--- src/rtl/rmd_pkg.sv ---
// Shared constants, region codes and the identification-byte table for the
// real-mode region decoder. Assumes a 20-bit (1 MB) address space.
package rmd_pkg;
    localparam int AW       = 20;
    localparam int ID_IDX_W = 5;

    localparam logic [AW-1:0] VID_BASE = 20'hA0000;
    localparam logic [AW-1:0] VID_LAST = 20'hBFFFF;
    localparam logic [AW-1:0] ROM_BASE = 20'hC0000;
    localparam logic [AW-1:0] GAP_END  = 20'hD0000;
    localparam logic [AW-1:0] ID_BASE  = 20'hFFFF5;

    typedef enum logic [1:0] {
        TGT_RAM = 2'd0,
        TGT_ROM = 2'd1,
        TGT_VID = 2'd2
    } tgt_e;

    typedef enum logic [2:0] {
        CLS_RAM,
        CLS_ROM,
        CLS_VID,
        CLS_VNULL,
        CLS_ID,
        CLS_GAP,
        CLS_HALT
    } cls_e;

    typedef enum logic [1:0] {
        SRC_NONE,
        SRC_MEM,
        SRC_ID
    } src_e;

    // Byte served at index i of the identification area (index 0 = ID_BASE).
    function automatic logic [7:0] id_char(logic [ID_IDX_W-1:0] i);
        case (i)
            5'd0:    id_char = 8'h30;
            5'd1:    id_char = 8'h38;
            5'd2:    id_char = 8'h2F;
            5'd3:    id_char = 8'h31;
            5'd4:    id_char = 8'h34;
            5'd5:    id_char = 8'h2F;
            5'd6:    id_char = 8'h39;
            5'd7:    id_char = 8'h39;
            5'd9:    id_char = 8'hFC;
            default: id_char = 8'h00;
        endcase
    endfunction
endpackage

--- src/rtl/rmd_classify.sv ---
// Start-address classifier. Picks the region for an access from its first
// byte address and computes the offset inside that region. Assumes the
// captured ROM limit is at least VID_LAST, so the gap test cannot reach
// below the ROM window.
module rmd_classify
    import rmd_pkg::*;
#(
    parameter int unsigned RAM_BYTES = 32'h80000
) (
    input  logic [AW-1:0] addr,
    input  logic [AW-1:0] rom_limit,
    input  logic          vid_emu_en,
    output cls_e          cls,
    output logic [AW-1:0] offset
);
    localparam logic [31:0] RAM_END = 32'(RAM_BYTES);

    // Priority-ordered region test on the start address.
    always_comb begin
        cls    = CLS_RAM;
        offset = addr;
        if (addr >= ROM_BASE && addr <= rom_limit) begin
            cls    = CLS_ROM;
            offset = addr - ROM_BASE;
        end else if (addr > rom_limit && addr < GAP_END) begin
            cls    = CLS_GAP;
            offset = '0;
        end else if (addr >= VID_BASE && addr <= VID_LAST) begin
            cls    = vid_emu_en ? CLS_VNULL : CLS_VID;
            offset = addr - VID_BASE;
        end else if (addr >= ID_BASE) begin
            cls    = CLS_ID;
            offset = addr - ID_BASE;
        end else if (32'(addr) >= RAM_END) begin
            cls    = CLS_HALT;
            offset = '0;
        end
    end
endmodule

--- src/rtl/rmd_id_bytes.sv ---
// Identification-area byte generator. Produces one byte per lane from the
// start index; lanes run past the table end and read zero there.
module rmd_id_bytes
    import rmd_pkg::*;
#(
    parameter int LANES = 4
) (
    input  logic [ID_IDX_W-1:0]  base_idx,
    output logic [8*LANES-1:0]   bytes
);
    for (genvar k = 0; k < LANES; k++) begin : g_lane
        // One table lookup per lane at consecutive indices.
        assign bytes[8*k +: 8] = id_char(base_idx + ID_IDX_W'(k));
    end
endmodule

--- src/rtl/rmd_read_merge.sv ---
// Read-data merge. Chooses memory lanes, identification lanes or zero per
// lane, and zeroes lanes outside the access width.
module rmd_read_merge
    import rmd_pkg::*;
#(
    parameter int LANES = 4
) (
    input  src_e               src,
    input  logic [LANES-1:0]   lane_en,
    input  logic [8*LANES-1:0] mem_bytes,
    input  logic [8*LANES-1:0] id_bytes,
    output logic [8*LANES-1:0] rdata
);
    for (genvar k = 0; k < LANES; k++) begin : g_lane
        // Lane select: enabled lanes take their source, others read zero.
        assign rdata[8*k +: 8] = !lane_en[k]    ? 8'h00 :
                                 (src == SRC_MEM) ? mem_bytes[8*k +: 8] :
                                 (src == SRC_ID)  ? id_bytes[8*k +: 8]  : 8'h00;
    end
endmodule

--- src/rtl/rm_region_decoder.sv ---
// Real-mode memory region decoder top. Samples one access per cycle,
// classifies it, and drives a registered memory request and read merge on
// the following cycle. Assumes the backing store returns mem_rdata
// combinationally for the request currently on mem_*.
module rm_region_decoder
    import rmd_pkg::*;
#(
    parameter int          LANES     = 4,
    parameter int unsigned RAM_BYTES = 32'h80000,
    localparam int         DW        = 8 * LANES
) (
    input  logic          clk,
    input  logic          rst_n,
    input  logic [AW-1:0] cfg_rom_limit,
    input  logic          vid_emu_en,
    input  logic          req_valid,
    input  logic          req_write,
    input  logic [1:0]    req_size,
    input  logic [AW-1:0] req_addr,
    input  logic [DW-1:0] req_wdata,
    input  logic [DW-1:0] mem_rdata,
    output logic          mem_valid,
    output logic          mem_write,
    output logic [1:0]    mem_target,
    output logic [AW-1:0] mem_offset,
    output logic [LANES-1:0] mem_byte_en,
    output logic [DW-1:0] mem_wdata,
    output logic          rsp_valid,
    output logic [DW-1:0] rsp_rdata,
    output logic          warn_pulse,
    output logic          halt
);
    localparam int SZ_MAX = $clog2(LANES);

    logic [AW-1:0]       rom_limit_q;
    cls_e                cls;
    logic [AW-1:0]       offset;
    logic                hit_mem;
    tgt_e                n_target;
    logic [LANES-1:0]    n_be;
    src_e                n_src;
    src_e                src_q;
    logic [LANES-1:0]    rd_be_q;
    logic [ID_IDX_W-1:0] id_idx_q;
    logic [DW-1:0]       id_bytes;

    rmd_classify #(.RAM_BYTES(RAM_BYTES)) u_classify (
        .addr       (req_addr),
        .rom_limit  (rom_limit_q),
        .vid_emu_en (vid_emu_en),
        .cls        (cls),
        .offset     (offset)
    );

    // Next-state request fields derived from the classified access.
    always_comb begin
        int nbytes;
        nbytes  = 1 << ((int'(req_size) > SZ_MAX) ? SZ_MAX : int'(req_size));
        for (int k = 0; k < LANES; k++) n_be[k] = (k < nbytes);
        hit_mem = req_valid && !(cls == CLS_VNULL || cls == CLS_ID);
        case (cls)
            CLS_ROM: n_target = TGT_ROM;
            CLS_VID: n_target = TGT_VID;
            default: n_target = TGT_RAM;
        endcase
        if (!req_valid || req_write) n_src = SRC_NONE;
        else if (cls == CLS_ID)      n_src = SRC_ID;
        else if (cls == CLS_VNULL)   n_src = SRC_NONE;
        else                         n_src = SRC_MEM;
    end

    // Request/response pipeline register, limit capture and sticky halt.
    always_ff @(posedge clk) begin
        if (!rst_n) begin
            rom_limit_q <= cfg_rom_limit;
            mem_valid   <= 1'b0;
            mem_write   <= 1'b0;
            mem_target  <= '0;
            mem_offset  <= '0;
            mem_byte_en <= '0;
            mem_wdata   <= '0;
            rsp_valid   <= 1'b0;
            rd_be_q     <= '0;
            src_q       <= SRC_NONE;
            id_idx_q    <= '0;
            warn_pulse  <= 1'b0;
            halt        <= 1'b0;
        end else begin
            mem_valid   <= hit_mem;
            mem_write   <= hit_mem && req_write;
            mem_target  <= hit_mem ? n_target : TGT_RAM;
            mem_offset  <= hit_mem ? offset : '0;
            mem_byte_en <= hit_mem ? n_be : '0;
            mem_wdata   <= (hit_mem && req_write) ? req_wdata : '0;
            rsp_valid   <= req_valid && !req_write;
            rd_be_q     <= (req_valid && !req_write) ? n_be : '0;
            src_q       <= n_src;
            id_idx_q    <= (cls == CLS_ID) ? offset[ID_IDX_W-1:0] : '0;
            warn_pulse  <= req_valid && (cls == CLS_GAP);
            halt        <= halt || (req_valid && (cls == CLS_HALT));
        end
    end

    rmd_id_bytes #(.LANES(LANES)) u_id_bytes (
        .base_idx (id_idx_q),
        .bytes    (id_bytes)
    );

    rmd_read_merge #(.LANES(LANES)) u_merge (
        .src       (src_q),
        .lane_en   (rd_be_q),
        .mem_bytes (mem_rdata),
        .id_bytes  (id_bytes),
        .rdata     (rsp_rdata)
    );

    // Assertions guarding the pipeline outputs.
    a_r4_emu_blocks_mem: assert property (@(posedge clk) disable iff (!rst_n)
        (req_valid && vid_emu_en && req_addr >= VID_BASE && req_addr <= VID_LAST)
        |=> (!mem_valid && rsp_rdata == '0));

    a_r5_id_no_mem: assert property (@(posedge clk) disable iff (!rst_n)
        (req_valid && req_addr >= ID_BASE) |=> !mem_valid);

    a_r6_halt_sticky: assert property (@(posedge clk) disable iff (!rst_n)
        halt |=> halt);

    a_r2_warn_to_ram0: assert property (@(posedge clk) disable iff (!rst_n)
        warn_pulse |-> (mem_valid && mem_target == TGT_RAM && mem_offset == '0));

    a_r1_rom_in_limit: assert property (@(posedge clk) disable iff (!rst_n)
        (mem_valid && mem_target == TGT_ROM) |-> (mem_offset <= rom_limit_q - ROM_BASE));

    a_r8_lane0_active: assert property (@(posedge clk) disable iff (!rst_n)
        mem_valid |-> mem_byte_en[0]);

    a_r9_idle_quiet: assert property (@(posedge clk) disable iff (!rst_n)
        !req_valid |=> (!mem_valid && !rsp_valid && !warn_pulse));
endmodule

--- config.mk ---
export PLATFORM = sky130hd
export DESIGN_NAME = rm_region_decoder
export DESIGN_NICKNAME = d
export VERILOG_FILES = /design/src/rtl/rmd_pkg.sv /design/src/rtl/rmd_classify.sv /design/src/rtl/rmd_id_bytes.sv /design/src/rtl/rmd_read_merge.sv /design/src/rtl/rm_region_decoder.sv
export SDC_FILE = /design/constraint.sdc
export NUM_CORES = 1
export LEC_CHECK = 0
export ABC_CLOCK_PERIOD_IN_PS = 3400
export BUFFER_PORTS_ARGS = -buffer_cell sky130_fd_sc_hd__buf_4
export CAP_MARGIN = 15
export CELL_PAD_IN_SITES_DETAIL_PLACEMENT = 0
export CELL_PAD_IN_SITES_GLOBAL_PLACEMENT = 1
export CORE_MARGIN = 5
export CORE_UTILIZATION = 37
export CTS_BUF_LIST = sky130_fd_sc_hd__clkbuf_4 sky130_fd_sc_hd__clkbuf_8 sky130_fd_sc_hd__clkbuf_16
export CTS_CLUSTER_DIAMETER = 80
export DETAILED_ROUTE_END_ITERATION = 7
export PLACE_DENSITY_LB_ADDON = 0.25
export SETUP_SLACK_MARGIN = 0.4
export SLEW_MARGIN = 10
export SYNTH_ARGS = -nofsm -noshare
export SYNTH_HDL_FRONTEND = slang
export SYNTH_HIERARCHICAL = 1
export SYNTH_SLANG_ARGS = --single-unit
--- constraint.sdc ---
create_clock -name clk -period 3.4 [get_ports clk]
set_input_delay 0.17 -clock clk [delete_from_list [all_inputs] [get_ports clk]]
set_output_delay 0.17 -clock clk [all_outputs]
set_load 0.005 [all_outputs]
==> results by stage, run 1 <==
Placement:
- Buffers placed on the I/O ports in this run total 205.
- The routability congestion estimate is 0.917.
- After detailed placement, the design holds a cell count of 1032.
- Detailed placement finished with a half-perimeter wire length of 13000 µm.

Synth:
- In this run, synthesis inferred 20 flip-flops with an integrated enable.
- The mean cell area of the mapped netlist is 8.95 µm².
- Counting every net in the synthesized netlist gives 802.
- The most frequently used flop master after synthesis is sky130_fd_sc_hd__dfxtp_1.
- The synthesized netlist occupies a cell area of 5830 µm².
- In the synthesized netlist, the cells that appear most often are sky130_fd_sc_hd__nand2_1 (127), sky130_fd_sc_hd__dfxtp_1 (72), sky130_fd_sc_hd__ha_1 (39).
- Synthesis produced 652 cells.
- For this run, the register share of the synthesized area comes to 0.350.
- The most common cell in the synthesized netlist is sky130_fd_sc_hd__nand2_1.
- The cell type with the largest total area after synthesis is sky130_fd_sc_hd__dfxtp_1.
- Yosys printed 6 warnings.
- Yosys attributes the largest share of cell area to sky130_fd_sc_hd__dfxtp_1 (25%), sky130_fd_sc_hd__edfxtp_1 (10%), sky130_fd_sc_hd__ha_1 (8.4%), sky130_fd_sc_hd__nand2_1 (8.2%), sky130_fd_sc_hd__nor4_2 (3.9%).
- Of all flip-flops after synthesis, the portion carrying an async set or reset was 0.
- The total of flip-flops plus latches after synthesis is 92.
- Of the post-synthesis cell area, the dominant cell type holds 0.247.
- The distinct cell type count of the synthesized netlist is 74.

Setup path:
- For flop-to-flop paths, the worst setup slack is 0.30 ns.
- The data arrival time of the worst path is 3.30 ns.
- The critical path capture point type is a flop.
- The kind of start point of the critical path is a flop.
- The critical path data required time is 3.59 ns.
- The critical path start-end classification is reg2reg.
- Along the worst path, the maximum fanout reaches 5.

Power and ir drop:
- Across the VDD grid, the largest voltage drop is 0.412 mV.
- The share of total power dissipated in the clock network is 0.341.
- The net load switching power is 0.921 mW.
- Of the total power, the share spent switching nets is 0.297.
- Power spread over the standard cell area amounts to 351 nW/µm².
- The completed layout was analyzed and its total power is 3.10 mW.
- In this run the static leakage power is 3.59 nW.
- Internal power comes to 2.18 mW.
- The share of total power dissipated in sequential elements is 0.386.
- The portion of total power attributed to combinational logic is 0.273.

Timing:
- The final total negative setup slack is 0 ns.
- Setup repair after global routing could not meet its margin everywhere.
- The count of final max-slew check failures is 0.
- The worst relative slew slack is 0.0976.
- The top achievable clock speed is 0.322 GHz.
- The number of endpoints with negative hold slack in the final report was 0.
- The slew at the pin closest to its max-slew limit is 1.35 ns.
- The final worst-path cycle share is 0.913.
- The smallest hold slack is 0.0684 ns.
- The maximum clock skew at final layout is 0.00622 ns.
- Setup violations remaining at the end of the flow were counted as 0.
- Counting I/O delays and the setup requirement, the final critical path takes 3.10 ns.

GRT:
- In the global route stage, overall resource usage came out at 0.185.
- The first global-routing pass estimated 27600 µm of wire.
- The number of global-route vias before repair came to 5597.
- Entering global routing, the biggest net connects 51 pins.
- The number of antenna violations at the first check in global routing is 0.
- The total overflow left after global routing is 0.

Clocking:
- At the later pin of the worst-skew pair, clock insertion delay measures 0.35 ns.
- TritonCTS created 9 clock buffers.
- The clock net sink count is 92.
- The root buffer cell is sky130_fd_sc_hd__clkbuf_16.
- The clock passes through at most 2 buffers.
- The TritonCTS clock tree is done.
- After clock tree synthesis, the clock-pin slew on the worst setup and hold paths is 0.07 ns.
- The H-tree was split into 3 levels.

Detailed routing:
- The number of routed nets with antenna violations is 0.
- After detailed routing, the total wire length is 18500 µm.
- The mean number of vias per cell is 5.11.
- The first-pass iteration count of the detailed router is 4.
- The count of unresolved DRC violations after routing is 0.
- In this run, the number of DRC markers left after iteration 0 of detailed routing was 278.
- In the final routed layout, each cell accounts on average for 16.8 µm.
- For this block, the via count after detailed routing is 5623.

Floorplanning:
- The floorplan step set the die height to 136 µm.
- The die covers 18400 µm².
- The floorplan has 46 rows.
- The number of top-level pins is 206.
- The initial utilization of the core area, before any placement, comes to 0.373.
- The die is 136 µm wide.
- The core region is 15700 µm².

Hold path:
- In this run the worst hold path is classified as in2reg.

Layout:
- After the last flow step, the layout net total stands at 1029.
- The area growth from synthesis to layout is 51.8%.
- The total area of multi-input combinational cells is 3800 µm².
- Excluding fillers, the count of instances in the completed layout stands at 1100.
- In the final layout, the share of cells above drive strength 1 is 0.414.
- The number of inserted diodes is 0.
- The filler cell count is 1402.
- The area occupied by registers is 2040 µm².

Status:
- The flow ran to the end, and the final reports show no timing, DRC or antenna violations.

Job:
- Max-cap violations in this run came to 0.
critical path: stages, from the launching register on:
cell and delay (ns):
sky130_fd_sc_hd__edfxtp_1 0.35, sky130_fd_sc_hd__inv_2 0.05, sky130_fd_sc_hd__ha_4 0.27, sky130_fd_sc_hd__nand4_1 0.16
sky130_fd_sc_hd__or4_4 0.55, sky130_fd_sc_hd__a21o_1 0.20, sky130_fd_sc_hd__o211ai_4 0.12, sky130_fd_sc_hd__nand3_4 0.14
sky130_fd_sc_hd__a21o_4 0.24, sky130_fd_sc_hd__inv_4 0.06, sky130_fd_sc_hd__nor3b_4 0.37, sky130_fd_sc_hd__buf_6 0.21
sky130_fd_sc_hd__clkbuf_16 0.17, sky130_fd_sc_hd__nor4_4 0.04
kinds of logic (layout without fill, tap and decap cells):
logic type / after synthesis / after routing / share of synthesized area
buffers and inverters: 89 / 321 / 0.0804
multiplexers: 6 / 6 / 0.0114
AO/OA/AOI/OAI: 121 / 121 / 0.149
XOR/XNOR: 10 / 10 / 0.0240
adder cells (fa/ha/maj): 39 / 39 / 0.0837
flip-flops: 92 / 92 / 0.350
AND/OR/NAND/NOR: 295 / 295 / 0.302
placed cells by master (no fill, tap or decap), types with 5 or more instances in the layout:
master / count
sky130_fd_sc_hd__o21ai_0: 16
sky130_fd_sc_hd__dlygate4sd3_1: 20
sky130_fd_sc_hd__nor4b_1: 5
sky130_fd_sc_hd__nand2b_1: 8
sky130_fd_sc_hd__inv_1: 34
sky130_fd_sc_hd__ha_4: 8
sky130_fd_sc_hd__nor2b_1: 14
sky130_fd_sc_hd__nor4_4: 15
sky130_fd_sc_hd__nor3_1: 9
sky130_fd_sc_hd__o22ai_2: 10
sky130_fd_sc_hd__nor4_2: 10
sky130_fd_sc_hd__clkbuf_16: 15
sky130_fd_sc_hd__edfxtp_1: 20
sky130_fd_sc_hd__nor4_1: 14
sky130_fd_sc_hd__o21a_1: 5
sky130_fd_sc_hd__ha_1: 31
sky130_fd_sc_hd__a21oi_1: 28
sky130_fd_sc_hd__nor4b_4: 6
sky130_fd_sc_hd__nand4_1: 7
sky130_fd_sc_hd__o22ai_1: 23
sky130_fd_sc_hd__buf_6: 6
sky130_fd_sc_hd__nand3_1: 6
sky130_fd_sc_hd__and3_1: 5
sky130_fd_sc_hd__nor2_1: 22
sky130_fd_sc_hd__dfxtp_1: 70
sky130_fd_sc_hd__nor4b_2: 15
sky130_fd_sc_hd__buf_4: 228
sky130_fd_sc_hd__nand2_1: 125
worst paths after layout:
kind,depth (start not counted),from,endpoint
setup / recovery,13,rom_limit_q[15],mem_wdata[6]
hold / removal,3,req_wdata[1],mem_wdata[1]
setup reg to reg,13,rom_limit_q[15],mem_wdata[6]
hold reg to reg,2,halt,halt
power groups by stage:
stage | registers, mW | clock network (mW) | logic, mW
2_1_floorplan | 1.21 | 0 | 0.361
5_1_grt | 1.21 | 1.12 | 0.910
3_3_place_gp | 1.22 | 0 | 0.587
3_5_place_dp | 1.22 | 0 | 0.602
6_report | 1.20 | 1.06 | 0.846
4_1_cts | 1.20 | 1.08 | 0.701
through the flow:
step / setup WS [ns] / area (µm²) / util
global route: 0.161 / 8860 / 0.566
CTS: 0.332 / 8310 / 0.531
floorplan: 0.407 / 5840 / -
detailed placement: 0.140 / 7430 / 0.475
global placement: 0.306 / 7430 / 0.475
finish: 0.296 / 8860 / 0.566
registers in the layout, indices dropped and copies added, names as in the netlist, 2 cells and up:
| name | flops |
|---|---|
| id_idx_q | 5 |
| mem_byte_en | 3 |
| mem_offset | 20 |
| mem_target | 2 |
| mem_wdata | 32 |
| rd_be_q | 3 |
| rom_limit_q | 20 |
| src_q | 2 |
timing repair:
action,CTS,global route
endpoints found under the hold margin,20,0
gates cloned,2,10
setup buffers,17,3
pin swaps,15,41
resized for setup,28,58
hold buffers,20,0
setup endpoints to repair,64,71
final cells by class:
| type | instances | area share |
|---|---|---|
| tap | 216 | 0.0305 |
| multi-input combinational | 471 | 0.430 |
| clock inverter | 7 | 0.0103 |
| clock buffer | 9 | 0.0254 |
| inverter | 38 | 0.0164 |
| timing repair buffer | 267 | 0.257 |
| sequential | 92 | 0.231 |
metal layers:
layer  vias up  track usage  wire (µm)
li1       2783            -          -
met1      2595        0.203       7200
met2       200        0.327       9200
met3        45       0.0643       1450
met4         0       0.0761        636
met5         -            0          0
Note: power is estimated with default switching activity, not from simulation.
==> run 2, diff against run 1 <==
Settings changed: RECOVER_POWER from default to 25.
==> results by stage, run 2 (synthesis results as in run 1) <==
Detailed routing:
- The mean number of vias per cell is 5.11 (about the same).
- The wire length after detailed routing came to 18500 µm (about the same).
- The first-pass iteration count of the detailed router is 6 (was 4).
- The number of vias after detailed routing is 5624 (was 5623).
- The starting DRC count in detailed routing is 273 (was 278).
- The count of unresolved DRC violations after routing is 0 (unchanged).
- The average detailed-routed wire length per instance came to 16.8 µm (about the same).
- The number of routed nets with antenna violations is 0 (unchanged).

Floorplanning:
- The core area is 15700 µm² (unchanged).
- The number of top-level pins is 206 (unchanged).
- The die extent in y is 136 µm (unchanged).
- The overall die width is 136 µm (unchanged).
- The effective utilization at floorplan is 0.373 (unchanged).
- The area enclosed by the die boundary is 18400 µm² (unchanged).
- The site row count is 46 (unchanged).

Timing:
- The slew at the pin closest to its max-slew limit is 1.35 ns (about the same).
- The final worst-path cycle share came to 0.916 (was 0.913).
- The top achievable clock speed is 0.321 GHz (was 0.322 GHz).
- The number of endpoints with negative hold slack in the final report is 0 (unchanged).
- The clock period minus final worst setup slack is 3.12 ns (was 3.10 ns).
- The worst relative slew slack is 0.0995 (was 0.0976).
- The maximum clock skew at final layout is 0.00578 ns (was 0.00622 ns).
- The final-report setup violation count is 0 (unchanged).
- The final total negative setup slack is 0 ns (unchanged).
- The count of final max-slew check failures is 0 (unchanged).
- RSZ-0062 raised after global routing: yes (unchanged).

Power and ir drop:
- The switching fraction of total power is 0.297 (about the same).
- The power density normalized to cell area is 352 nW/µm² (was 351 nW/µm²).
- The leakage power of the design is 3.52 nW (was 3.59 nW).
- The highest ir drop seen on vdd came to 0.413 mV (was 0.412 mV).
- The clock share of power is 0.342 (was 0.341).
- The register share of total power came to 0.387 (was 0.386).
- The net load switching power is 0.920 mW (was 0.921 mW).
- The internal power of the cells is 2.18 mW (about the same).
- The portion of total power attributed to combinational logic is 0.271 (was 0.273).

Layout:
- The summed area of non-filler cells in the final layout is 8810 µm² (was 8860 µm²).
- Most frequent cells in the layout: sky130_fd_sc_hd__buf_4 (177), sky130_fd_sc_hd__nand2_1 (125), sky130_fd_sc_hd__dfxtp_1 (70), sky130_fd_sc_hd__clkbuf_4 (38), sky130_fd_sc_hd__inv_1 (34) (was sky130_fd_sc_hd__buf_4 (228), sky130_fd_sc_hd__nand2_1 (125), sky130_fd_sc_hd__dfxtp_1 (70), sky130_fd_sc_hd__inv_1 (34), sky130_fd_sc_hd__ha_1 (31)).
- The largest register by flop count is mem_wdata (unchanged).
- The fraction of layout instances using a drive strength above 1 is 0.399 (was 0.414).
- Biggest regs: mem_wdata: 32 flops, mem_offset: 20 flops, rom_limit_q: 20 flops (unchanged).
- The area added between synthesis and finish is 51.0% (was 51.8%).
- The flip-flop count of the largest register after layout is 32 (unchanged).
- The net count reported at finish was 1029 (unchanged).
- The number of inserted diodes was 0 (unchanged).
- The most frequent standard cell in the layout excluding fill and tap cells is sky130_fd_sc_hd__buf_4 (unchanged).

Setup path:
- The setup slack of the worst register-to-register path is 0.28 ns (was 0.30 ns).
- The data arrival time of the worst path is 3.31 ns (was 3.30 ns).
- The highest net fanout along the worst path came to 5 (unchanged).
- The critical path capture point type is a flop (unchanged).
- The origin of the critical flop-to-flop path was rom_limit_q[15] (unchanged).
- The delay contributed by the slowest stage of the critical path came to 0.55 ns (about the same).
- Cell breakdown of the critical path: inv_2, ha_4, nand4_1, or4_4, a21o_1, o211ai_4, nand3_4, a21o_4, inv_4, nor3b_4, buf_6, clkbuf_16, nor4_4 (unchanged).
- The critical path start-end classification is reg2reg (unchanged).
- The dominant delay contributor by cell family on the critical path was simple AND/OR/NAND/NOR gates (unchanged).
- The cell depth of the worst flop-to-flop path is 13 (unchanged).
- The critical path data required time came to 3.59 ns (about the same).
- The kind of start point of the critical path is a flop (unchanged).
- The slowest library cell on the worst path is sky130_fd_sc_hd__or4_4 (unchanged).
- The buffering stage count on the worst path with inverters included is 4 (unchanged).
- The terminus of the critical flop-to-flop path is mem_wdata[6] (unchanged).
- The total stage count of the critical path came to 13 (unchanged).

GRT:
- The overall routing resource usage is 0.185 (unchanged).
- The pin count of the biggest net entering global routing is 51 (unchanged).
- The first-pass GRT wire length was 27600 µm (unchanged).
- The number of global-route vias before repair came to 5597 (unchanged).
- The number of antenna violations at the first check in global routing is 0 (unchanged).
- The residual overflow from global routing is 0 (unchanged).

Placement:
- The cell area after placement was 7430 µm² (unchanged).
- The count of input and output buffers is 205 (unchanged).
- The routability congestion estimate is 0.917 (unchanged).
- The final HPWL from detailed placement is 13000 µm (unchanged).

Hold path:
- The type of the most critical hold path is in2reg (unchanged).
- The worst hold path stage count was 3 (unchanged).
- The startpoint of the most critical hold path is req_wdata[1] (unchanged).
- The hold-critical path endpoint is mem_wdata[1] (unchanged).

Clocking:
- The clock net sink count is 92 (unchanged).
- The CTS buffer count was 9 (unchanged).
- The clock transition at the registers of the reported paths is 0.07 ns (about the same).
- The worst-skew pair later-pin latency is 0.35 ns (about the same).
- The number of buffers on the longest clock path came to 2 (unchanged).
- The number of H-tree levels is 3 (unchanged).
- The TritonCTS clock tree is done (unchanged).
- The root buffer cell is sky130_fd_sc_hd__clkbuf_16 (unchanged).

Status:
- Status: finished, final reports clean (unchanged).

Job:
- The max capacitance violation total is 0 (unchanged).
run 2: cell count changes in the layout (fill, tap and decap cells not counted):
cell / before / now
sky130_fd_sc_hd__buf_4: 228 / 177
sky130_fd_sc_hd__clkbuf_1: 0 / 13
sky130_fd_sc_hd__clkbuf_4: 0 / 38
run 2: area by class of cell:
class                      count  area, µm²
timing repair buffer         267       2230
clock inverter                 7       91.3
clock buffer                   9        225
tap                          216        270
sequential                    92       2040
inverter                      38        145
multi-input combinational    471       3800
fill                        1410       6850
run 2: metrics by stage:
step                       util  worst slack (ns)  instances  hold slack [ns]  total power, mW
after floorplan               -             0.407        652            0.269             1.57
after global placement    0.475             0.306       1032            0.349             1.81
after detailed placement  0.475             0.140       1032            0.349             1.83
after CTS                 0.531             0.332       1087           0.0453             2.98
after global routing      0.563             0.161       1100           0.0605             3.23
final                     0.563             0.284       1100           0.0678             3.10
run 2: worst max-delay path by stage:
| stage | startpoint | to | slack, ns |
|---|---|---|---|
| after floorplan | rom_limit_q[18] | mem_wdata[6] | 0.41 |
| after global placement | rom_limit_q[18] | mem_wdata[2] | 0.31 |
| after detailed placement | rom_limit_q[19] | mem_offset[4] | 0.14 |
| after CTS | rom_limit_q[19] | mem_wdata[31] | 0.33 |
| after global routing | rom_limit_q[15] | mem_wdata[6] | 0.16 |
| final | rom_limit_q[15] | mem_wdata[6] | 0.28 |
run 2: metal layers:
| layer | vias up | routed length [µm] | track usage | share of wire |
|---|---|---|---|---|
| met5 | - | 0 | 0 | 0 |
| met1 | 2591 | 7150 | 0.203 | 0.39 |
| li1 | 2784 | - | - | - |
| met4 | 0 | 650 | 0.0761 | 0.035 |
| met2 | 202 | 9180 | 0.327 | 0.50 |
| met3 | 47 | 1510 | 0.0643 | 0.081 |
run 2: worst reg2reg max path: cells and delay by family, from the launching register on:
family | cells | cell delay, ns
compound gates | 3 | 0.57
simple gates | 5 | 1.28
buf+inv | 4 | 0.51
flops | 1 | 0.35
fa+ha+maj | 1 | 0.27
run 2: repair_timing:
item	4_1_cts	5_1_grt
pin swaps	15	41
resized for setup	28	58
setup endpoints to repair	64	71
buffers inserted	17	3
hold buffers	20	0
gates cloned	2	10
hold endpoints to repair	20	0
run 2: power by group through the flow:
stage          Sequential (mW)  Combinational (mW)  Clock (mW)
2_1_floorplan             1.21               0.361           0
3_3_place_gp              1.22               0.587           0
3_5_place_dp              1.22               0.602           0
4_1_cts                   1.20               0.701        1.08
5_1_grt                   1.21               0.904        1.12
6_report                  1.20               0.839        1.06
==> run 3, diff against run 2 <==
Settings changed: BUFFER_PORTS_ARGS -buffer_cell sky130_fd_sc_hd__buf_4 to default, CORE_UTILIZATION 37 to 47, DONT_BUFFER_PORTS from default to 1, PLACE_DENSITY_LB_ADDON 0.25 to 0.1.
==> results by stage, run 3 (synthesis results as in run 1) <==
Clocking:
- The CTS buffer count was 9 (unchanged).
- The worst-skew pair later-pin latency was 0.34 ns (was 0.35 ns).
- The TritonCTS clock tree was done (unchanged).
- The number of buffers on the longest clock path is 2 (unchanged).
- The number of H-tree levels is 3 (unchanged).
- The clock net sink count is 92 (unchanged).
- The clock transition at the registers of the reported paths is 0.07 ns (about the same).
- The root buffer cell is sky130_fd_sc_hd__clkbuf_16 (unchanged).

Setup path:
- The highest net fanout along the worst path is 11 (was 5).
- The data arrival time of the worst path came to 3.20 ns (was 3.31 ns).
- The critical path data required time is 3.63 ns (was 3.59 ns).
- The kind of start point of the critical path is a flop (unchanged).
- The critical path capture point type is a flop (unchanged).
- The critical path start-end classification is reg2reg (unchanged).
- The cell depth of the worst flop-to-flop path is 12 (was 13).
- The origin of the critical flop-to-flop path is rom_limit_q[5] (was rom_limit_q[15]).
- The terminus of the critical flop-to-flop path is mem_write (was mem_wdata[6]).
- The setup slack of the worst register-to-register path was 0.43 ns (was 0.28 ns).

Placement:
- The routability congestion estimate is 0.875 (was 0.917).
- The number of placed instances, taps included was 781 (was 1032).
- The count of input and output buffers was 0 (was 205).
- The worst-case setup slack after placement is 0.128 ns (was 0.140 ns).
- The final HPWL from detailed placement came to 11100 µm (was 13000 µm).

Detailed routing:
- The average detailed-routed wire length per instance was 19.2 µm (was 16.8 µm).
- The number of vias after detailed routing is 4960 (was 5624).
- The starting DRC count in detailed routing is 270 (was 273).
- The mean number of vias per cell came to 5.66 (was 5.11).
- The first-pass iteration count of the detailed router is 4 (was 6).
- The count of unresolved DRC violations after routing is 0 (unchanged).
- The wire length after detailed routing is 16900 µm (was 18500 µm).
- The number of routed nets with antenna violations is 0 (unchanged).

Power and ir drop:
- The internal power of the cells is 2.03 mW (was 2.18 mW).
- The clock share of power came to 0.337 (was 0.342).
- The switching fraction of total power is 0.300 (was 0.297).
- The highest ir drop seen on vdd is 0.433 mV (was 0.413 mV).
- The portion of total power attributed to combinational logic was 0.247 (was 0.271).
- The register share of total power is 0.416 (was 0.387).
- The net load switching power was 0.870 mW (was 0.920 mW).
- The total power is 2.90 mW (was 3.10 mW).
- The power density normalized to cell area is 382 nW/µm² (was 352 nW/µm²).
- The leakage power of the design came to 2.68 nW (was 3.52 nW).

Timing:
- The worst relative slew slack is 0.164 (was 0.0995).
- The final worst-path cycle share is 0.874 (was 0.916).
- The top achievable clock speed is 0.336 GHz (was 0.321 GHz).
- The final-report setup violation count was 0 (unchanged).
- The final total negative setup slack is 0 ns (unchanged).
- RSZ-0062 raised after global routing: yes (unchanged).
- The maximum clock skew at final layout is 0.00653 ns (was 0.00578 ns).
- The slew at the pin closest to its max-slew limit was 1.25 ns (was 1.35 ns).
- The count of final max-slew check failures is 0 (unchanged).
- The post-route worst setup slack is 0.427 ns (was 0.284 ns).
- The clock period minus final worst setup slack was 2.97 ns (was 3.12 ns).
- The number of endpoints with negative hold slack in the final report is 0 (unchanged).

Layout:
- The net count reported at finish is 852 (was 1029).
- The fraction of layout instances using a drive strength above 1 was 0.231 (was 0.399).
- The number of cells in the finished layout apart from fillers is 876 (was 1100).
- The most frequent standard cell in the layout excluding fill and tap cells is sky130_fd_sc_hd__nand2_1 (was sky130_fd_sc_hd__buf_4).
- The largest register by flop count is mem_wdata (unchanged).
- The fraction of the core area covered by cells at the end of the flow is 0.628 (was 0.563).
- Biggest regs: mem_wdata: 32 flops, mem_offset: 20 flops, rom_limit_q: 20 flops (unchanged).
- The total area of multi-input combinational cells was 3890 µm² (was 3800 µm²).
- The area added between synthesis and finish is 30.3% (was 51.0%).
- The flip-flop count of the largest register after layout is 32 (unchanged).
- Most frequent cells in the layout: sky130_fd_sc_hd__nand2_1 (125), sky130_fd_sc_hd__dfxtp_1 (72), sky130_fd_sc_hd__dlygate4sd3_1 (54), sky130_fd_sc_hd__inv_1 (36), sky130_fd_sc_hd__ha_1 (29) (was sky130_fd_sc_hd__buf_4 (177), sky130_fd_sc_hd__nand2_1 (125), sky130_fd_sc_hd__dfxtp_1 (70), sky130_fd_sc_hd__clkbuf_4 (38), sky130_fd_sc_hd__inv_1 (34)).
- The area occupied by registers came to 2040 µm² (about the same).
- The filler cell count is 998 (was 1410).

Hold path:
- The worst hold path stage count is 2 (was 3).
- The hold-critical path endpoint is halt (was mem_wdata[1]).
- The type of the most critical hold path is in2reg (unchanged).
- The startpoint of the most critical hold path is req_valid (was req_wdata[1]).

GRT:
- The pin count of the biggest net entering global routing is 40 (was 51).
- The first-pass GRT wire length came to 24900 µm (was 27600 µm).
- The number of antenna violations at the first check in global routing is 1 (was 0).
- The number of global-route vias before repair came to 4857 (was 5597).
- The overall routing resource usage came to 0.210 (was 0.185).
- The residual overflow from global routing is 0 (unchanged).

Floorplanning:
- The site row count is 40 (was 46).
- The overall die width is 121 µm (was 136 µm).
- The core area came to 12100 µm² (was 15700 µm²).
- The die extent in y is 121 µm (was 136 µm).
- The area enclosed by the die boundary is 14700 µm² (was 18400 µm²).
- The number of top-level pins is 206 (unchanged).
- The effective utilization at floorplan is 0.482 (was 0.373).

Job:
- The max capacitance violation total is 0 (unchanged).

Status:
- Status: finished, final reports clean (unchanged).
run 3: final cells by class:
type,count,share of cell area
clock inverter,7,0.0102
tap,168,0.0276
sequential,92,0.269
clock buffer,9,0.0296
antenna,1,0.000329
timing repair buffer,90,0.132
inverter,38,0.0188
multi-input combinational,471,0.512
run 3: power groups by stage:
stage / Sequential, mW / Clock [mW] / Combinational [mW]
floorplan: 1.21 / 0 / 0.361
global placement: 1.23 / 0 / 0.413
detailed placement: 1.23 / 0 / 0.425
CTS: 1.21 / 0.998 / 0.587
global route: 1.21 / 1.04 / 0.772
finish: 1.21 / 0.979 / 0.716
run 3: worst max-delay path by stage:
stage | from | end | slack (ns)
2_1_floorplan | rom_limit_q[18] | mem_wdata[6] | 0.41
6_report | rom_limit_q[5] | mem_write | 0.43
4_1_cts | rom_limit_q[15] | mem_offset[16] | 0.43
3_5_place_dp | rom_limit_q[17] | mem_offset[15] | 0.13
3_3_place_gp | rom_limit_q[18] | mem_wdata[2] | 0.32
5_1_grt | rom_limit_q[17] | mem_write | 0.32
run 3: per-layer routing:
layer  GRT usage  vias up  share of wire
li1            -     2429              -
met2       0.374      178           0.50
met4      0.0742        0          0.023
met5           0        -              0
met1       0.230     2321           0.39
met3      0.0713       32          0.080
run 3: repair_timing:
| item | in CTS | in global routing |
|---|---|---|
| hold endpoints to repair | 65 | 0 |
| cloned | 2 | 6 |
| resized for setup | 45 | 37 |
| pin swaps | 8 | 18 |
| hold buffers | 55 | 0 |
| setup endpoints to repair | 64 | 64 |
| buffers inserted | 8 | 7 |
run 3: worst max-delay path, stage by stage, from the launching register on:
cell and delay (ns):
sky130_fd_sc_hd__edfxtp_1 0.33, sky130_fd_sc_hd__inv_1 0.06, sky130_fd_sc_hd__ha_4 0.26, sky130_fd_sc_hd__nand4_1 0.15
sky130_fd_sc_hd__or4_4 0.54, sky130_fd_sc_hd__a21o_1 0.20, sky130_fd_sc_hd__o211ai_4 0.11, sky130_fd_sc_hd__nand3_4 0.15
sky130_fd_sc_hd__a21o_1 0.21, sky130_fd_sc_hd__inv_2 0.09, sky130_fd_sc_hd__and3b_4 0.27, sky130_fd_sc_hd__clkbuf_16 0.20
sky130_fd_sc_hd__nor4b_2 0.29
run 3: stage by stage:
step / hold WS (ns) / instance area, µm²
global placement: 0.247 / 5860
detailed placement: 0.248 / 5860
floorplan: 0.269 / 5840
finish: 0.0345 / 7600
global route: 0.0333 / 7600
CTS: 0.00747 / 7130
